`src/rtl/i2cr_pkg.sv`:
```
package i2cr_pkg;
  localparam logic [3:0] DEV_ADDR_HI = 4'b1001;
  localparam logic [7:0] CFG_ADDR    = 8'h01;

  typedef enum logic [3:0] {
    ST_IDLE,
    ST_ADDR,
    ST_ADDR_ACK,
    ST_MADDR,
    ST_MADDR_ACK,
    ST_WDATA,
    ST_WDATA_ACK,
    ST_RDATA,
    ST_RACK
  } proto_state_e;
endpackage

```
`src/rtl/i2cr_line_sync.sv`:
```
module i2cr_line_sync #(
  parameter int STAGES = 2
) (
  input  logic clk_i,
  input  logic rst_ni,
  input  logic scl_i,
  input  logic sda_i,
  output logic scl_o,
  output logic sda_o,
  output logic scl_rise_o,
  output logic scl_fall_o,
  output logic start_o,
  output logic stop_o
);
  logic [STAGES-1:0] scl_pipe, sda_pipe;
  logic scl_d, sda_d;

  always_ff @(posedge clk_i or negedge rst_ni) begin
    if (!rst_ni) begin
      scl_pipe <= '1;
      sda_pipe <= '1;
      scl_d    <= 1'b1;
      sda_d    <= 1'b1;
    end else begin
      scl_pipe <= {scl_pipe[STAGES-2:0], scl_i};
      sda_pipe <= {sda_pipe[STAGES-2:0], sda_i};
      scl_d    <= scl_pipe[STAGES-1];
      sda_d    <= sda_pipe[STAGES-1];
    end
  end

  assign scl_o      = scl_pipe[STAGES-1];
  assign sda_o      = sda_pipe[STAGES-1];
  assign scl_rise_o = scl_o & ~scl_d;
  assign scl_fall_o = ~scl_o & scl_d;
  // data edges with clock held high
  assign start_o    = scl_o & scl_d & sda_d & ~sda_o;
  assign stop_o     = scl_o & scl_d & ~sda_d & sda_o;
endmodule

```
`src/rtl/i2cr_proto.sv`:
```
module i2cr_proto
  import i2cr_pkg::*;
(
  input  logic       clk_i,
  input  logic       rst_ni,
  input  logic       scl_i,
  input  logic       sda_i,
  input  logic       scl_rise_i,
  input  logic       scl_fall_i,
  input  logic       start_i,
  input  logic       stop_i,
  input  logic [2:0] addr_lo_i,
  input  logic [7:0] rd_byte_i,
  output logic       sda_oe_o,
  output logic [7:0] ptr_o,
  output logic       ptr_ovf_o,
  output logic       wr_en_o,
  output logic [7:0] wr_data_o,
  output logic       rd_load_o,
  output logic       txn_clear_o
);
  proto_state_e state_q;
  logic [2:0] bit_cnt_q;
  logic [7:0] rx_q, tx_q, ptr_q;
  logic byte_full_q, rw_q, m_ack_q, sda_oe_q, ptr_ovf_q;
  logic bus_evt, rx_state, addr_hit, ptr_inc;

  assign bus_evt  = start_i | stop_i;
  assign rx_state = state_q inside {ST_ADDR, ST_MADDR, ST_WDATA};
  assign addr_hit = rx_q[7:1] == {DEV_ADDR_HI, addr_lo_i};

  assign rd_load_o = !bus_evt && scl_fall_i &&
                     ((state_q == ST_ADDR_ACK && rw_q) || (state_q == ST_RACK && m_ack_q));
  assign wr_en_o   = !bus_evt && scl_fall_i && state_q == ST_WDATA && byte_full_q && !ptr_ovf_q;
  assign ptr_inc   = !bus_evt && scl_fall_i &&
                     ((state_q == ST_WDATA && byte_full_q) ||
                      (state_q == ST_RDATA && bit_cnt_q == 3'd7));

  always_ff @(posedge clk_i or negedge rst_ni) begin
    if (!rst_ni) begin
      state_q     <= ST_IDLE;
      bit_cnt_q   <= '0;
      rx_q        <= '0;
      tx_q        <= '0;
      ptr_q       <= '0;
      byte_full_q <= 1'b0;
      rw_q        <= 1'b0;
      m_ack_q     <= 1'b0;
      sda_oe_q    <= 1'b0;
      ptr_ovf_q   <= 1'b0;
    end else if (start_i) begin
      state_q     <= ST_ADDR;
      bit_cnt_q   <= '0;
      byte_full_q <= 1'b0;
      sda_oe_q    <= 1'b0;
    end else if (stop_i) begin
      state_q     <= ST_IDLE;
      byte_full_q <= 1'b0;
      sda_oe_q    <= 1'b0;
    end else begin
      if (scl_rise_i) begin
        if (rx_state) begin
          rx_q        <= {rx_q[6:0], sda_i};
          bit_cnt_q   <= bit_cnt_q + 3'd1;
          byte_full_q <= bit_cnt_q == 3'd7;
        end
        if (state_q == ST_RACK) m_ack_q <= !sda_i;
      end
      if (ptr_inc) begin
        ptr_q <= ptr_q + 8'd1;
        if (ptr_q == 8'hFF) ptr_ovf_q <= 1'b1;
      end
      if (rd_load_o) begin
        tx_q      <= rd_byte_i;
        sda_oe_q  <= !rd_byte_i[7];
        bit_cnt_q <= '0;
        state_q   <= ST_RDATA;
      end else if (scl_fall_i) begin
        case (state_q)
          ST_ADDR: if (byte_full_q) begin
            byte_full_q <= 1'b0;
            if (addr_hit) begin
              sda_oe_q <= 1'b1;
              rw_q     <= rx_q[0];
              state_q  <= ST_ADDR_ACK;
            end else begin
              state_q  <= ST_IDLE;
            end
          end
          ST_MADDR: if (byte_full_q) begin
            byte_full_q <= 1'b0;
            sda_oe_q    <= 1'b1;
            ptr_q       <= rx_q;
            ptr_ovf_q   <= 1'b0;
            state_q     <= ST_MADDR_ACK;
          end
          ST_WDATA: if (byte_full_q) begin
            byte_full_q <= 1'b0;
            sda_oe_q    <= 1'b1;
            state_q     <= ST_WDATA_ACK;
          end
          ST_ADDR_ACK: begin
            sda_oe_q  <= 1'b0;
            bit_cnt_q <= '0;
            state_q   <= ST_MADDR;
          end
          ST_MADDR_ACK, ST_WDATA_ACK: begin
            sda_oe_q  <= 1'b0;
            bit_cnt_q <= '0;
            state_q   <= ST_WDATA;
          end
          ST_RDATA: if (bit_cnt_q == 3'd7) begin
            sda_oe_q <= 1'b0;
            state_q  <= ST_RACK;
          end else begin
            tx_q      <= {tx_q[6:0], 1'b0};
            sda_oe_q  <= !tx_q[6];
            bit_cnt_q <= bit_cnt_q + 3'd1;
          end
          ST_RACK: begin
            sda_oe_q <= 1'b0;
            state_q  <= ST_IDLE;
          end
          default: ;
        endcase
      end
    end
  end

  assign sda_oe_o    = sda_oe_q;
  assign ptr_o       = ptr_q;
  assign ptr_ovf_o   = ptr_ovf_q;
  assign wr_data_o   = rx_q;
  assign txn_clear_o = bus_evt;

  // drive only asserted during clock low
  a_r10_drive_scl_low: assert property (@(posedge clk_i) disable iff (!rst_ni)
    $rose(sda_oe_q) |-> !scl_i);
  // idle target never holds the line
  a_r1_idle_released: assert property (@(posedge clk_i) disable iff (!rst_ni)
    state_q == ST_IDLE |-> !sda_oe_q);
  // pointer steps by exactly one per transferred byte
  a_r2_ptr_step: assert property (@(posedge clk_i) disable iff (!rst_ni)
    ptr_inc |=> ptr_q == 8'($past(ptr_q) + 8'd1));
  // once past the end, overflow stays until a new pointer byte
  a_r5_ovf_sticky: assert property (@(posedge clk_i) disable iff (!rst_ni)
    ptr_ovf_q && !(scl_fall_i && state_q == ST_MADDR) |=> ptr_ovf_q);
endmodule

```
`src/rtl/i2cr_regs.sv`:
```
module i2cr_regs
  import i2cr_pkg::*;
#(
  parameter int RO_BASE  = 10,
  parameter int RO_WORDS = 3,
  parameter int RW_BASE  = 16,
  parameter int RW_BYTES = 4
) (
  input  logic                    clk_i,
  input  logic                    rst_ni,
  input  logic                    wr_en_i,
  input  logic [7:0]              addr_i,
  input  logic                    ovf_i,
  input  logic [7:0]              wr_data_i,
  input  logic                    rd_load_i,
  input  logic                    clear_i,
  input  logic [RO_WORDS*16-1:0]  ro_words_i,
  output logic [7:0]              rd_byte_o,
  output logic [2:0]              addr_lo_o,
  output logic [2:0]              ctrl_o,
  output logic [RW_BYTES*8-1:0]   rw_regs_o
);
  localparam int RO_BYTES = 2 * RO_WORDS;
  localparam logic [8:0] RO_LO = 9'(RO_BASE);
  localparam logic [8:0] RO_HI = 9'(RO_BASE + RO_BYTES);
  localparam logic [8:0] RW_LO = 9'(RW_BASE);
  localparam logic [8:0] RW_HI = 9'(RW_BASE + RW_BYTES);

  logic [7:0] ro_bytes [RO_BYTES];
  logic [7:0] rw_q     [RW_BYTES];
  logic       por_q, snap_valid_q, in_words;
  logic [2:0] ctrl_q, addr_lo_q;
  logic [7:0] addr_p1, cfg_byte, raw_byte, nxt_byte, snap_addr_q, snap_byte_q;

  for (genvar w = 0; w < RO_WORDS; w++) begin : g_ro
    assign ro_bytes[2*w]   = ro_words_i[16*w+8 +: 8];
    assign ro_bytes[2*w+1] = ro_words_i[16*w   +: 8];
  end

  for (genvar b = 0; b < RW_BYTES; b++) begin : g_rw_out
    assign rw_regs_o[8*b +: 8] = rw_q[b];
  end

  assign addr_p1  = addr_i + 8'd1;
  assign cfg_byte = {1'b0, por_q, ctrl_q, addr_lo_q};
  assign in_words = !addr_i[0] &&
                    (({1'b0, addr_i} >= RO_LO && {1'b0, addr_i} < RO_HI) ||
                     ({1'b0, addr_i} >= RW_LO && {1'b0, addr_i} < RW_HI));

  always_comb begin
    raw_byte = (addr_i == CFG_ADDR) ? cfg_byte : 8'h00;
    nxt_byte = 8'h00;
    for (int i = 0; i < RO_BYTES; i++) begin
      if (addr_i  == 8'(RO_BASE + i)) raw_byte = ro_bytes[i];
      if (addr_p1 == 8'(RO_BASE + i)) nxt_byte = ro_bytes[i];
    end
    for (int i = 0; i < RW_BYTES; i++) begin
      if (addr_i  == 8'(RW_BASE + i)) raw_byte = rw_q[i];
      if (addr_p1 == 8'(RW_BASE + i)) nxt_byte = rw_q[i];
    end
  end

  assign rd_byte_o = ovf_i ? 8'hFF :
                     (snap_valid_q && addr_i == snap_addr_q) ? snap_byte_q : raw_byte;

  always_ff @(posedge clk_i or negedge rst_ni) begin
    if (!rst_ni) begin
      snap_valid_q <= 1'b0;
      snap_addr_q  <= '0;
      snap_byte_q  <= '0;
    end else if (clear_i) begin
      snap_valid_q <= 1'b0;
    end else if (rd_load_i && !ovf_i && in_words) begin
      snap_valid_q <= 1'b1;
      snap_addr_q  <= addr_p1;
      snap_byte_q  <= nxt_byte;
    end
  end

  always_ff @(posedge clk_i or negedge rst_ni) begin
    if (!rst_ni) begin
      por_q     <= 1'b1;
      ctrl_q    <= '0;
      addr_lo_q <= '0;
      for (int i = 0; i < RW_BYTES; i++) rw_q[i] <= '0;
    end else if (wr_en_i) begin
      if (addr_i == CFG_ADDR) begin
        por_q     <= por_q & wr_data_i[6];
        ctrl_q    <= wr_data_i[5:3];
        addr_lo_q <= wr_data_i[2:0];
      end
      for (int i = 0; i < RW_BYTES; i++)
        if (addr_i == 8'(RW_BASE + i)) rw_q[i] <= wr_data_i;
    end
  end

  assign addr_lo_o = addr_lo_q;
  assign ctrl_o    = ctrl_q;

  // flag can be cleared but never set again
  a_r7_por_sticky_low: assert property (@(posedge clk_i) disable iff (!rst_ni)
    !por_q |=> !por_q);
  // captured byte is frozen until a bus event or a new load
  a_r6_snap_hold: assert property (@(posedge clk_i) disable iff (!rst_ni)
    snap_valid_q && !clear_i && !rd_load_i |=> snap_valid_q && $stable(snap_byte_q));
  // read-only window never alters writable state
  a_r4_ro_write_inert: assert property (@(posedge clk_i) disable iff (!rst_ni)
    wr_en_i && {1'b0, addr_i} >= RO_LO && {1'b0, addr_i} < RO_HI |=> $stable(rw_regs_o));
endmodule

```
`src/rtl/i2c_regfile_slave.sv`:
```
module i2c_regfile_slave #(
  parameter int RO_BASE     = 10,
  parameter int RO_WORDS    = 3,
  parameter int RW_BASE     = 16,
  parameter int RW_BYTES    = 4,
  parameter int SYNC_STAGES = 2
) (
  input  logic                   clk_i,
  input  logic                   rst_ni,
  input  logic                   scl_i,
  input  logic                   sda_i,
  output logic                   sda_oe_o,
  input  logic [RO_WORDS*16-1:0] ro_words_i,
  output logic [2:0]             ctrl_o,
  output logic [RW_BYTES*8-1:0]  rw_regs_o
);
  logic scl_s, sda_s, scl_rise, scl_fall, start, stop;
  logic [2:0] addr_lo;
  logic [7:0] rd_byte, ptr, wr_data;
  logic ptr_ovf, wr_en, rd_load, txn_clear;

  i2cr_line_sync #(.STAGES(SYNC_STAGES)) u_sync (
    .clk_i      (clk_i),
    .rst_ni     (rst_ni),
    .scl_i      (scl_i),
    .sda_i      (sda_i),
    .scl_o      (scl_s),
    .sda_o      (sda_s),
    .scl_rise_o (scl_rise),
    .scl_fall_o (scl_fall),
    .start_o    (start),
    .stop_o     (stop)
  );

  i2cr_proto u_proto (
    .clk_i       (clk_i),
    .rst_ni      (rst_ni),
    .scl_i       (scl_s),
    .sda_i       (sda_s),
    .scl_rise_i  (scl_rise),
    .scl_fall_i  (scl_fall),
    .start_i     (start),
    .stop_i      (stop),
    .addr_lo_i   (addr_lo),
    .rd_byte_i   (rd_byte),
    .sda_oe_o    (sda_oe_o),
    .ptr_o       (ptr),
    .ptr_ovf_o   (ptr_ovf),
    .wr_en_o     (wr_en),
    .wr_data_o   (wr_data),
    .rd_load_o   (rd_load),
    .txn_clear_o (txn_clear)
  );

  i2cr_regs #(
    .RO_BASE  (RO_BASE),
    .RO_WORDS (RO_WORDS),
    .RW_BASE  (RW_BASE),
    .RW_BYTES (RW_BYTES)
  ) u_regs (
    .clk_i      (clk_i),
    .rst_ni     (rst_ni),
    .wr_en_i    (wr_en),
    .addr_i     (ptr),
    .ovf_i      (ptr_ovf),
    .wr_data_i  (wr_data),
    .rd_load_i  (rd_load),
    .clear_i    (txn_clear),
    .ro_words_i (ro_words_i),
    .rd_byte_o  (rd_byte),
    .addr_lo_o  (addr_lo),
    .ctrl_o     (ctrl_o),
    .rw_regs_o  (rw_regs_o)
  );
endmodule

```
`config.mk`:
```
export PLATFORM = sky130hd
export DESIGN_NAME = i2c_regfile_slave
export DESIGN_NICKNAME = d
export VERILOG_FILES = /design/src/rtl/i2cr_pkg.sv /design/src/rtl/i2cr_line_sync.sv /design/src/rtl/i2cr_proto.sv /design/src/rtl/i2cr_regs.sv /design/src/rtl/i2c_regfile_slave.sv
export SDC_FILE = /design/constraint.sdc
export NUM_CORES = 1
export LEC_CHECK = 0
export BUFFER_PORTS_ARGS = -buffer_cell sky130_fd_sc_hd__buf_2
export CAP_MARGIN = 20
export CORE_ASPECT_RATIO = 1.25
export CORE_UTILIZATION = 50
export DETAILED_ROUTE_END_ITERATION = 8
export HOLD_SLACK_MARGIN = 0.05
export PLACE_DENSITY = 0.71
export SYNTH_ARGS = -nofsm -noshare
export SYNTH_HDL_FRONTEND = slang
export SYNTH_HIERARCHICAL = 1
export SYNTH_SLANG_ARGS = --single-unit
export TNS_END_PERCENT = 100
```
`constraint.sdc`:
```
create_clock -name clk_i -period 9.15 [get_ports clk_i]
set_clock_uncertainty 0.15 [all_clocks]
set_input_delay 1.3725 -clock clk_i [delete_from_list [all_inputs] [get_ports clk_i]]
set_output_delay 1.3725 -clock clk_i [all_outputs]
set_load 0.03 [all_outputs]
```
# --- Yosys cells after proc, flatten, opt, wreduce, memory -nomap -nowiden ---
# Index checks and enable logic that the tools add are counted.
totals:
  wordCells: 213
  reg_bits: 97
  out_inout_bits: 36
  in_bits: 52
classes:
  n_reduce_logical: 50
  n_mux: 75
  n_eq_ne: 41
  add_sub_neg: 2
  magnitude_cmp: 4
  bitwise: 17
ops:
  columns: ["op", "count"]
  rows:
  - ["$mux 8", 27]
  - ["$eq 8x4->1 const B", 12]
  - ["$eq 8x5->1 const B", 8]
  - ["$mux 7", 5]
  - ["$mux 4", 8]
  - ["$pmux 4 s7", 1]
  - ["$ne 5x1->1 const B", 5]
  - ["$mux 1", 24]
  - ["$mux 3", 7]
  - ["$eq 4x3->1 const B", 4]
  - ["$logic_and 1x1->1", 16]
  - ["$lt 8x5->1 const B", 2]
  - ["$reduce_and 2->1", 7]
  - ["$reduce_and 5->1", 2]
  - ["$reduce_bool 10->1", 1]
  - ["$add 8x1->8 const B", 1]
  - ["$and 1x1->1", 8]
  - ["$eq 4x2->1 const B", 2]
  - ["$eq 8x1->1 const B", 1]
  - ["$eq 8x8->1", 1]
  - ["$eq 8x8->1 const B", 1]
  - ["$ge 8x4->1 const B", 1]
  - ["$ge 8x5->1 const B", 1]
  - ["$not 1->1", 8]
  - ["other kinds (23)", 36]

# --- Longest topological paths before layout ---
logic_depth:
  ltp_word: 18
  mapped_depth: 13
  mapped_depth_nobuf: 11

# --- Modules after synthesis ---
# Netlist, hierarchy kept.
by_module_without_submodules:
  columns: ["mod", "seq_area_each_um2", "n_inst", "area_each_um2", "cells_each"]
  rows:
  - ["i2cr_regs", 1402.6, 1, 4063.9, 465]
  - ["i2cr_proto", 875.8, 1, 2059.5, 215]
  - ["i2cr_line_sync", 157.7, 1, 190.2, 10]

# --- Worst setup path before layout ---
# Ideal clock, no wire load.
synth_path:
  path_kind: "flip-flop to flip-flop"
  start: "register u_sync.sda_pipe[1]"
  end: "register u_regs.snap_byte_q[1]"
  stages_incl_launch_ff: 11
  path_slack_ns: 5.991
  period_less_slack_ns: 3.159
  arrival_ns: 2.885
  setup_ns: 0.124
  cell_sequence: "dfstp_2 -> and4b_1 -> nor2_1 -> inv_2 -> a2111o_1 -> inv_1 -> or4b_2 -> a21o_1 -> or3_1 -> o21ai_0 -> a21oi_1"
synth_between:
  elab_chain_len: 9
  elab_cells_between_ends: 11
synth_lines:
  columns: ["item", "line_no", "rtl"]
  rows:
  - ["from (decl)", "i2cr_line_sync.sv:15", "logic [STAGES-1:0] scl_pipe, sda_pipe;"]
  - ["from (signal assigned)", "i2cr_line_sync.sv:26", "sda_pipe <= {sda_pipe[STAGES-2:0], sda_i};"]
  - ["$not 1->1", "i2cr_line_sync.sv:37", "assign start_o = scl_o & scl_d & sda_d & ~sda_o;"]
  - ["$and 1x1->1", "i2cr_line_sync.sv:37", null]
  - ["named net start", "i2c_regfile_slave.sv:17", "logic scl_s, sda_s, scl_rise, scl_fall, start, stop;"]
  - ["$or 1x1->1", "i2cr_proto.sv:28", "assign bus_evt = start_i | stop_i;"]
  - ["$logic_not 1->1", "i2cr_proto.sv:32", "assign rd_load_o = !bus_evt && scl_fall_i &&"]
  - ["$logic_and 1x1->1 (2 in a row)", "i2cr_proto.sv:32", null]
  - ["named net rd_load", "i2c_regfile_slave.sv:20", "logic ptr_ovf, wr_en, rd_load, txn_clear;"]
  - ["$logic_and 1x1->1 (2 in a row)", "i2cr_regs.sv:73", "end else if (rd_load_i && !ovf_i && in_words) begin"]
  - ["$reduce_and 2->1 (no source line)", null, null]
  - ["to (signal assigned)", "i2cr_regs.sv:76", "snap_byte_q <= nxt_byte;"]
  - ["to (decl)", "i2cr_regs.sv:33", "logic [7:0] addr_p1, cfg_byte, raw_byte, nxt_byte, snap_addr_q, snap_byte_q;"]
# The timed path passes the listed nets, and every way through them passes these cells.
# A chain may end at the register's enable or synchronous reset.

# --- Worst setup path in the final report ---
layout_path:
  start: "register u_sync.sda_pipe[1]"
  end: "register u_regs.snap_byte_q[6]"
layout_between:
  elab_chain_len: 9
  elab_cells_between_ends: 11
layout_lines:
  columns: ["item", "line_no"]
  rows:
  - ["$not 1->1", "i2cr_line_sync.sv:37"]
  - ["$and 1x1->1", "i2cr_line_sync.sv:37"]
  - ["named net start", "i2c_regfile_slave.sv:17"]
  - ["$or 1x1->1", "i2cr_proto.sv:28"]
  - ["named net txn_clear", "i2c_regfile_slave.sv:20"]
  - ["$logic_not 1->1", "i2cr_proto.sv:32"]
  - ["$logic_and 1x1->1 (2 in a row)", "i2cr_proto.sv:32"]
  - ["named net rd_load", "i2c_regfile_slave.sv:20"]
  - ["$logic_and 1x1->1 (2 in a row)", "i2cr_regs.sv:73"]
  - ["$reduce_and 2->1 (no source line)", null]
# The timed path passes the listed nets, and every way through them passes these cells.

==> impl_metrics.tcl <==
set metrics [dict create \
    fillCellCount 1109 \
    worstSetupPathType "reg -> reg" \
    drtIter0Drc 620 \
    ant_nets 0 \
    place_congestion 0.923 \
    synthArstFlopShare 1.00 \
    power_density_mw_per_mm2 250 \
    hold_viol 0 \
    clk_pin_slew_ns 0.07 \
    worst_pin_slew_ns 1.15 \
    syn_area_sq_mm 0.00631 \
    synth_nets 749 \
    grt_first_pass_wirelength_um 32700 \
    max-vdd-ir-drop_mv 0.230 \
    syn2layout_area_growth_pct 12.6 \
    io_pins 88 \
    p_leak_nw 3.10 \
    drv_slew 0 \
    grt_pass1_vias 5726 \
    antenna_cells 0 \
    stdcell_area_sq_mm 0.00711 \
    fin_util 0.582 \
    overflow 0 \
    setup_viol 0 \
    clockBufferDepth 2 \
    path_max_fanout 18 \
    grtUsageTotal 0.338 \
    pwr-share-comb 0.439 \
    hp-class "reg -> reg" \
    slew_headroom 0.234 \
    cts_setup_buffers 0 \
    root_buffer "clkbuf_16" \
    insertion_delay_ns 0.34 \
    max_freq_ghz 0.222 \
    cts_tree "done" \
    die_w_um 103 \
    cp-start-kind "flip-flop" \
    crit_family "simple AND/OR/NAND/NOR gates" \
    vias 6017 \
    drive_gt1_frac 0.248 \
    ys_ff_latch 97 \
    cts-buffers-inserted 9 \
    synth_warnings 6 \
    cp_data_arrival_time_ns 4.58 \
    placed_cells 902 \
    start_util 0.517 \
    synth_seq_area_share 0.386 \
    cp_cell_sequence "and4b_1 -> nor2_1 -> inv_2 -> a2111o_1 -> inv_1 -> or4b_2 -> a21oi_4 -> o221ai_1 -> a211oi_1 -> nor3_1" \
    fin_cells 919 \
    firstDrtPassIters 6 \
    cp_data_required_time_ns 9.22 \
    max_stage_delay_ns 0.71 \
    switching_share 0.472 \
    maxCapViolCount 0 \
    dp_slack_ns 4.76 \
    dieArea_sq_mm 0.0131 \
    outcome "completed" \
    layout.cells.most_common_list "dfrtp_1, buf_2, a21oi_1" \
    syn_inst 690 \
    hpwlAfterDp_um 15500 \
    mostFrequentLayoutCell "dfrtp_1" \
    grt_start_max_net_pins 82 \
    crit_buf_inv 2 \
    rows 45 \
    antenna_found_initial 0 \
    finalCriticalPeriod_ns 4.51 \
    drcViolationCount 0 \
    syn_avg_cell_area_sq_um 9.15 \
    cts_hold_buf 0 \
    internal_power_mw 0.938 \
    tns_ns 0 \
    coreArea_sq_mm 0.0122 \
    vias_per_cell 6.55 \
    wirelength_um 21200 \
    yosysUniqueCellTypes 76 \
    ys.flop_type "dfrtp_1" \
    port_buffers 87 \
    wl_per_cell_um 23.1 \
    nets 809 \
    cp-end-kind "flip-flop" \
    p_switching_mw 0.840 \
    cts_htree_levels 3 \
    slowest_stage "nor2_1" \
    place_area_sq_mm 0.00679 \
    cts_resized 0 \
    rsz0062_at_grt "no" \
    setup_slack_ns 4.64 \
    clockPowerShare 0.213 \
    p_seq_frac 0.348 \
    synth_edf_count 0 \
    dieHeight_um 128 \
    clkSinkCount 97 \
    post-route-period-util 0.493 \
]
==> worst register-to-register path, stage by stage, from the launching register on <==
cell	delay [ns]
dfstp_2	0.56
and4b_1	0.24
nor2_1	0.71
inv_2	0.34
a2111o_1	0.64
inv_1	0.14
or4b_2	0.65
a21oi_4	0.41
o221ai_1	0.21
a211oi_1	0.26
nor3_1	0.07
==> layout make-up <==
class	instances	area [sq um]	share of cell area
Timing Repair Buffer	95	518	0.0728
Clock inverter	7	72.6	0.0102
Multi-Input combinational cell	524	3570	0.502
Inverter	23	86.3	0.0121
Tap cell	164	205	0.0289
Clock buffer	9	225	0.0317
Sequential cell	97	2440	0.343
==> per-layer routing <==
metal	vias to the layer above	GRT usage	routed length (um)
li1	2731	-	-
met1	2933	0.455	8330
met2	309	0.549	10500
met3	44	0.0531	1740
met4	0	0.118	671
met5	-	0	0
==> per-stage QoR <==
step	hold WS, ns	total power [mW]
2_1_floorplan	0.195	1.13
3_3_place_gp	0.201	1.37
3_5_place_dp	0.203	1.38
4_1_cts	0.212	1.76
5_1_grt	0.209	1.87
6_report	0.210	1.78
==> power by group through the flow <==
stage	logic [mW]	registers [mW]	clock network, mW
finish	0.780	0.619	0.378
global route	0.837	0.633	0.405
CTS	0.756	0.616	0.385
detailed placement	0.751	0.624	0
global placement	0.754	0.620	0
floorplan	0.588	0.545	0
==> path summary, 6_finish.rpt <==
path	from	to	slack [ns]	depth (start not counted)
setup / recovery	u_sync/sda_pipe[1]	u_regs/snap_byte_q[6]	4.64	10
hold / removal	u_sync/sda_pipe[0]	u_sync/sda_pipe[1]	0.21	0
setup reg to reg	u_sync/sda_pipe[1]	u_regs/snap_byte_q[6]	4.64	10
hold reg to reg	u_sync/sda_pipe[0]	u_sync/sda_pipe[1]	0.21	0
max in group asynchronous	rst_ni	u_regs/por_q	7.25	3
min in group asynchronous	rst_ni	u_regs/snap_addr_q[6]	0.73	1
==> flip-flops by register name (all words and copies together), names as in the netlist, 2 cells and up <==
register            flops
u_proto/ptr_o           8
u_regs/snap_byte_q      8
u_regs/ctrl_o           3
u_proto/tx_q            7
u_proto/state_q         4
u_regs/snap_addr_q      8
u_proto/wr_data_o       8
u_regs/addr_lo_o        3
u_regs/rw_regs_o       32
u_sync/sda_pipe         2
u_sync/scl_pipe         2
u_proto/bit_cnt_q       3
==> Yosys cell counts (14+ instances only) <==
cell       n  area [sq um]
mux2_2    50           563
dfrtp_1   90          2250
o21ai_0   42           210
nor2_1    52           195
a22oi_1   16           120
a22o_1    15           131
nor3_1    15          75.1
inv_1     20          75.1
nand2_1   44           165
nor2b_1   14          87.6
clkbuf_1  18          67.6
o22ai_1   17           106
a21oi_1   67           335
nand3_1   18          90.1
xnor2_1   15           131
==> cell families after synthesis <==
logic type,synth area share
buffers and inverters,0.0499
AOI/OAI and AO/OA,0.258
DFF,0.386
adders and majority gates,0.0139
muxes,0.102
xor gates and xnor gates,0.0250
and+or+nand+nor,0.165
Note: power is estimated with default switching activity, not from simulation.
